### src/rtl/ilv_pkg.sv
package ilv_pkg;
   localparam int LVL_W = 5;
   typedef logic [LVL_W-1:0] lvl_t;

   // Bits lo..hi set, the rest clear.
   function automatic logic [63:0] range_mask(input int lo, input int hi);
      logic [63:0] m;
      m = '0;
      for (int b = 0; b < 64; b++) begin
         if (b >= lo && b <= hi) m[b] = 1'b1;
      end
      return m;
   endfunction
endpackage

### src/rtl/ilv_prio_enc.sv
module ilv_prio_enc #(
   parameter int W    = 8,
   parameter int IDX_W = (W > 1) ? $clog2(W) : 1
) (
   input  logic [W-1:0]     vec,
   output logic             any,
   output logic [IDX_W-1:0] idx
);
   always_comb begin
      any = 1'b0;
      idx = '0;
      for (int b = 0; b < W; b++) begin
         if (vec[b]) begin
            any = 1'b1;
            idx = IDX_W'(b);
         end
      end
   end
endmodule

### src/rtl/ilv_level_merge.sv
module ilv_level_merge
   import ilv_pkg::*;
#(
   parameter int REQ_W  = 32,
   parameter int SW_LO  = 4,
   parameter int SW_HI  = 18,
   parameter int EXT_LO = 20,
   parameter int EXT_HI = 30
) (
   input  logic [REQ_W-1:0] sw_req,
   input  logic [REQ_W-1:0] ext_req,
   output lvl_t             lvl,
   output logic [REQ_W-1:0] sum
);
   localparam int SW_N  = SW_HI - SW_LO + 1;
   localparam int EXT_N = EXT_HI - EXT_LO + 1;
   localparam int SW_IW  = (SW_N > 1) ? $clog2(SW_N) : 1;
   localparam int EXT_IW = (EXT_N > 1) ? $clog2(EXT_N) : 1;
   localparam logic [63:0] SW_M64  = range_mask(SW_LO, SW_HI);
   localparam logic [63:0] EXT_M64 = range_mask(EXT_LO, EXT_HI);
   localparam logic [REQ_W-1:0] SW_MASK  = SW_M64[REQ_W-1:0];
   localparam logic [REQ_W-1:0] EXT_MASK = EXT_M64[REQ_W-1:0];

   logic              sw_any, ext_any;
   logic [SW_IW-1:0]  sw_idx;
   logic [EXT_IW-1:0] ext_idx;

   assign sum = (sw_req & SW_MASK) | (ext_req & EXT_MASK);

   ilv_prio_enc #(.W(SW_N), .IDX_W(SW_IW)) u_sw_enc (
      .vec (sum[SW_HI:SW_LO]),
      .any (sw_any),
      .idx (sw_idx)
   );

   ilv_prio_enc #(.W(EXT_N), .IDX_W(EXT_IW)) u_ext_enc (
      .vec (sum[EXT_HI:EXT_LO]),
      .any (ext_any),
      .idx (ext_idx)
   );

   always_comb begin
      if (ext_any)
         lvl = lvl_t'(ext_idx) + lvl_t'(EXT_LO);
      else if (sw_any)
         lvl = lvl_t'(sw_idx) + lvl_t'(1);
      else
         lvl = '0;
   end
endmodule

### src/rtl/ilv_trap_gate.sv
module ilv_trap_gate
   import ilv_pkg::*;
#(
   parameter int REQ_W = 32
) (
   input  logic             clk,
   input  logic             rst_n,
   input  lvl_t             lvl,
   input  logic [REQ_W-1:0] sum,
   input  lvl_t             cur_ipl,
   output logic             trap_o,
   output logic [REQ_W-1:0] isr_o,
   output lvl_t             intid_o
);
   logic             cond, same, fire;
   logic             last_cond;
   logic [REQ_W-1:0] last_sum;
   lvl_t             last_ipl;

   assign cond = (lvl != '0) && (lvl > cur_ipl);
   assign same = last_cond && (last_sum == sum) && (last_ipl == cur_ipl);
   assign fire = cond && !same;

   always_ff @(posedge clk or negedge rst_n) begin
      if (!rst_n) begin
         last_cond <= 1'b0;
         last_sum  <= '0;
         last_ipl  <= '0;
         trap_o    <= 1'b0;
         isr_o     <= '0;
         intid_o   <= '0;
      end else begin
         last_cond <= cond;
         last_sum  <= sum;
         last_ipl  <= cur_ipl;
         trap_o    <= fire;
         if (fire) begin
            isr_o   <= sum;
            intid_o <= lvl;
         end
      end
   end
endmodule

### src/rtl/ilv_arbiter.sv
module ilv_arbiter
   import ilv_pkg::*;
#(
   parameter int REQ_W  = 32,
   parameter int SW_LO  = 4,
   parameter int SW_HI  = 18,
   parameter int EXT_LO = 20,
   parameter int EXT_HI = 30
) (
   input  logic             clk,
   input  logic             rst_n,
   input  logic [REQ_W-1:0] sw_req,
   input  logic [REQ_W-1:0] ext_req,
   input  logic [LVL_W-1:0] cur_ipl,
   output logic             trap_o,
   output logic [REQ_W-1:0] isr_o,
   output logic [LVL_W-1:0] intid_o
);
   if (SW_HI >= EXT_LO) begin : g_overlap
      $error("software window must lie below the external window");
   end
   if (EXT_HI >= (1 << LVL_W) || EXT_HI >= REQ_W || REQ_W > 64) begin : g_range
      $error("external window exceeds level or request width");
   end
   if (SW_HI - SW_LO + 1 >= EXT_LO) begin : g_rank
      $error("software levels must stay below external levels");
   end

   lvl_t             lvl;
   logic [REQ_W-1:0] sum;

   ilv_level_merge #(
      .REQ_W(REQ_W), .SW_LO(SW_LO), .SW_HI(SW_HI),
      .EXT_LO(EXT_LO), .EXT_HI(EXT_HI)
   ) u_merge (
      .sw_req  (sw_req),
      .ext_req (ext_req),
      .lvl     (lvl),
      .sum     (sum)
   );

   ilv_trap_gate #(.REQ_W(REQ_W)) u_gate (
      .clk     (clk),
      .rst_n   (rst_n),
      .lvl     (lvl),
      .sum     (sum),
      .cur_ipl (cur_ipl),
      .trap_o  (trap_o),
      .isr_o   (isr_o),
      .intid_o (intid_o)
   );
endmodule

### config.mk
export PLATFORM = sky130hd
export DESIGN_NAME = ilv_arbiter
export DESIGN_NICKNAME = d
export VERILOG_FILES = /design/src/rtl/ilv_pkg.sv /design/src/rtl/ilv_prio_enc.sv /design/src/rtl/ilv_level_merge.sv /design/src/rtl/ilv_trap_gate.sv /design/src/rtl/ilv_arbiter.sv
export SDC_FILE = /design/constraint.sdc
export NUM_CORES = 1
export LEC_CHECK = 0
export ABC_AREA = 1
export BUFFER_PORTS_ARGS = -buffer_cell sky130_fd_sc_hd__buf_2
export CAP_MARGIN = 5
export CORE_AREA = 4 4 97 99
export CTS_CLUSTER_DIAMETER = 120
export DETAILED_ROUTE_END_ITERATION = 6
export DIE_AREA = 0 0 101 103
export GPL_TIMING_DRIVEN = 0
export HOLD_SLACK_MARGIN = 0.05
export PLACE_DENSITY = 0.85
export SETUP_SLACK_MARGIN = 0.02
export SLEW_MARGIN = 15
export SYNTH_ARGS = -nofsm -noshare
export SYNTH_HDL_FRONTEND = slang
export SYNTH_HIERARCHICAL = 1
export SYNTH_SLANG_ARGS = --single-unit
### constraint.sdc
create_clock -name clk -period 1.3 [get_ports clk]
set_input_delay 0.26 -clock clk [delete_from_list [all_inputs] [get_ports clk]]
set_output_delay 0.26 -clock clk [all_outputs]
set_load 0.02 [all_outputs]
==> reports/metrics.cfg <==
[run_status]
outcome = finished with violations
violations = setup timing

[min_path]
min_path_type = input port to register

[finish]
seqCellArea_um2 = 1902
fill_cells = 724
multi_input_area_um2 = 1682
stdcell_count = 731
drive_gt1_frac = 0.3451
nNetsFinal = 696
area_growth_pct = 31.45
antenna-diode-count = 0

[die]
chipHeight_um = 103
io_pins = 109
die_area_um2 = 10400
core_um2 = 8551
die_w_um = 101
rows = 34
initial_core_util = 0.4658

[synth]
ys_async_sr_fraction = 1.000
synth-seq-cells = 76
ys_warn_count = 6
yosysUniqueCellTypes = 28
synth-edff-count = 0
ys.flop_type = dfrtp_1
syn-cell-area_um2 = 3983
avgSynthCellArea_um2 = 7.763
synth-seq-area-share = 0.4775
synthesis.instances = 513

[clock_network]
clk_latency_ns = 0.34
h-tree-depth = 3
cts.reportedPaths.clkPinSlew_ns = 0.08
clock-sinks = 76
clk_path_buf_depth = 2
root_buffer = clkbuf_8
cts_tree = yes
numCtsBuffers = 9

[route]
wl_um = 9426
wl_met2_um = 4811
avgRoutedWirePerCell_um = 12.89
vias = 3398
drtAntennaViolNets = 0
drtIter0Drc = 182
drc = 0
met3_length_um = 410
wirelength_met1_um = 4041
dr.pass1.iters = 4
top_layer_used = met4
avgViaCountPerCell = 4.648

[run]
maxCapViolCount = 0

[critical_path]
worstPathRequired_ns = 1.53
start_kind = input port
crit_path_top_delay_cell = ha_2
setup.worst_path.class = input port to register
critPathMostFrequentCell = nand2_1
critPathMaxFanout = 6
worstPathArrival_ns = 2.92
cpPeakStageDelay_ns = 0.22
crit_path_end_kind = register

[timing]
drv_slew = 0
hold_violations = 0
period_share = 2.070
worst_slack_ns = -1.391
rsz0062_at_grt = true
finClkSkew_ns = 0.01151
max_freq_mhz = 371.7
fin_crit_ns = 2.691
setup_viol = 39

[place]
placed_cells = 697
globalplace.congestion = 0.8255
place_hpwl_um = 6633
place.port_buffers = 70

[global_route]
grt_remaining_overflow = 0
grt_use_total = 0.1905
grt_pass1_vias = 3361
grt_antenna_before_repair = 0
grt_start_max_net_pins = 42
grt_pass1_wl_um = 15460

[power_and_ir_drop]
powerDensity_nw_per_um2 = 1234
irDropWorstVdd_mv = 0.8352
power_leakage_nw = 2.939
power_mw = 6.460

==> power breakdown <==
part / total [mW] / internal, mW / switching, mW
Clock: 1.81 / 0.939 / 0.870
Sequential: 2.81 / 2.64 / 0.172
Combinational: 1.84 / 0.797 / 1.05
==> layout by cell type (no fill, tap or decap), types with 6 or more instances in the layout <==
cell type	count
buf_2	72
buf_4	43
clkbuf_8	10
conb_1	6
dfrtp_1	76
inv_1	73
inv_2	6
nand2_1	144
nand2_2	35
nand2_4	8
nand3_1	45
nor2_1	27
nor3_1	6
xnor2_1	6
xor2_1	6
==> cell families (layout without fill, tap and decap cells) <==
family / count (synthesis) / after routing / share of synthesized area
AO/OA/AOI/OAI: 18 / 18 / 0.03204
XOR/XNOR: 12 / 12 / 0.02639
adder cells (fa/ha/maj): 7 / 7 / 0.02199
buffers and inverters: 125 / 230 / 0.1593
flip-flops: 76 / 76 / 0.4775
other: 1 / 6 / 0.0009416
AND/OR/NAND/NOR: 274 / 274 / 0.2818
==> area by class of cell <==
| type | count | share of cell area |
|---|---|---|
| Clock inverter | 6 | 0.01195 |
| Sequential cell | 76 | 0.3633 |
| Tap cell | 108 | 0.02581 |
| Buffer | 42 | 0.06597 |
| Multi-Input combinational cell | 317 | 0.3212 |
| Clock buffer | 10 | 0.02629 |
| Inverter | 81 | 0.06142 |
| Timing Repair Buffer | 91 | 0.1240 |
==> Yosys cell counts, types with 4 or more instances <==
library cell,n,share of area
buf_2,6,0.0075
buf_4,34,0.064
buf_6,4,0.011
dfrtp_1,76,0.48
ha_1,7,0.022
inv_1,76,0.072
inv_2,5,0.0047
nand2_1,184,0.17
nand3_1,45,0.057
nor2_1,29,0.027
nor3_1,6,0.0075
o21ai_0,5,0.0063
xnor2_1,6,0.013
xor2_1,6,0.013
==> timing repair <==
action	4_1_cts	5_1_grt
resized for setup	53	26
gates cloned	3	1
pin swaps	17	12
setup endpoints to repair	39	39
hold buffers	2	1
endpoints found under the hold margin	36	1
buffers inserted	13	2
==> flip-flops by register name, summed over array words and instances, names as in the netlist <==
name	flops
u_gate/last_ipl	5
u_gate/trap_o	1
u_gate/isr_o	32
u_gate/last_cond	1
u_gate/intid_o	5
u_gate/last_sum	32
==> critical path, delay by kind of cell <==
| family | cells | cell delay [ns] |
|---|---|---|
| adders and majority gates | 2 | 0.41 |
| and+or+nand+nor | 21 | 1.29 |
| buffers and inverters | 4 | 0.44 |
| AOI/OAI and AO/OA | 4 | 0.50 |
==> worst paths after layout <==
check / start / slack, ns / cells past startpoint / to
min in group asynchronous: rst_n / 0.43 / 2 / u_gate/isr_o[15]$_DFFE_PN0P_
min reg2reg: u_gate/isr_o[23]$_DFFE_PN0P_ / 0.48 / 2 / u_gate/isr_o[23]$_DFFE_PN0P_
max in group asynchronous: rst_n / 0.30 / 3 / u_gate/intid_o[0]$_DFFE_PN0P_
max reg2reg: u_gate/last_sum[27]$_DFF_PN0_ / -0.46 / 12 / u_gate/isr_o[21]$_DFFE_PN0P_
min: cur_ipl[3] / 0.07 / 1 / u_gate/last_ipl[3]$_DFF_PN0_
max: sw_req[6] / -1.39 / 31 / u_gate/isr_o[29]$_DFFE_PN0P_
==> stage by stage <==
step,hold WS [ns],cell area (um2),utilization,setup WS (ns),setup TNS [ns]
final,0.06546,5235,0.6122,-1.391,-52.59
after floorplan,-0.03559,4026,-,-1.311,-48.79
after CTS,0.05084,5114,0.5980,-1.354,-51.63
after global routing,0.05159,5235,0.6122,-1.577,-59.79
after global placement,0.3854,4512,0.5277,-1.743,-100.94
after detailed placement,0.2503,4534,0.5303,-1.828,-68.68
==> layer usage <==
layer,GRT usage,vias to the layer above
met2,0.3311,77
met4,0.07464,0
met5,0,-
li1,-,1733
met1,0.2334,1576
met3,0.03857,12
Note: power is estimated with default switching activity, not from simulation.
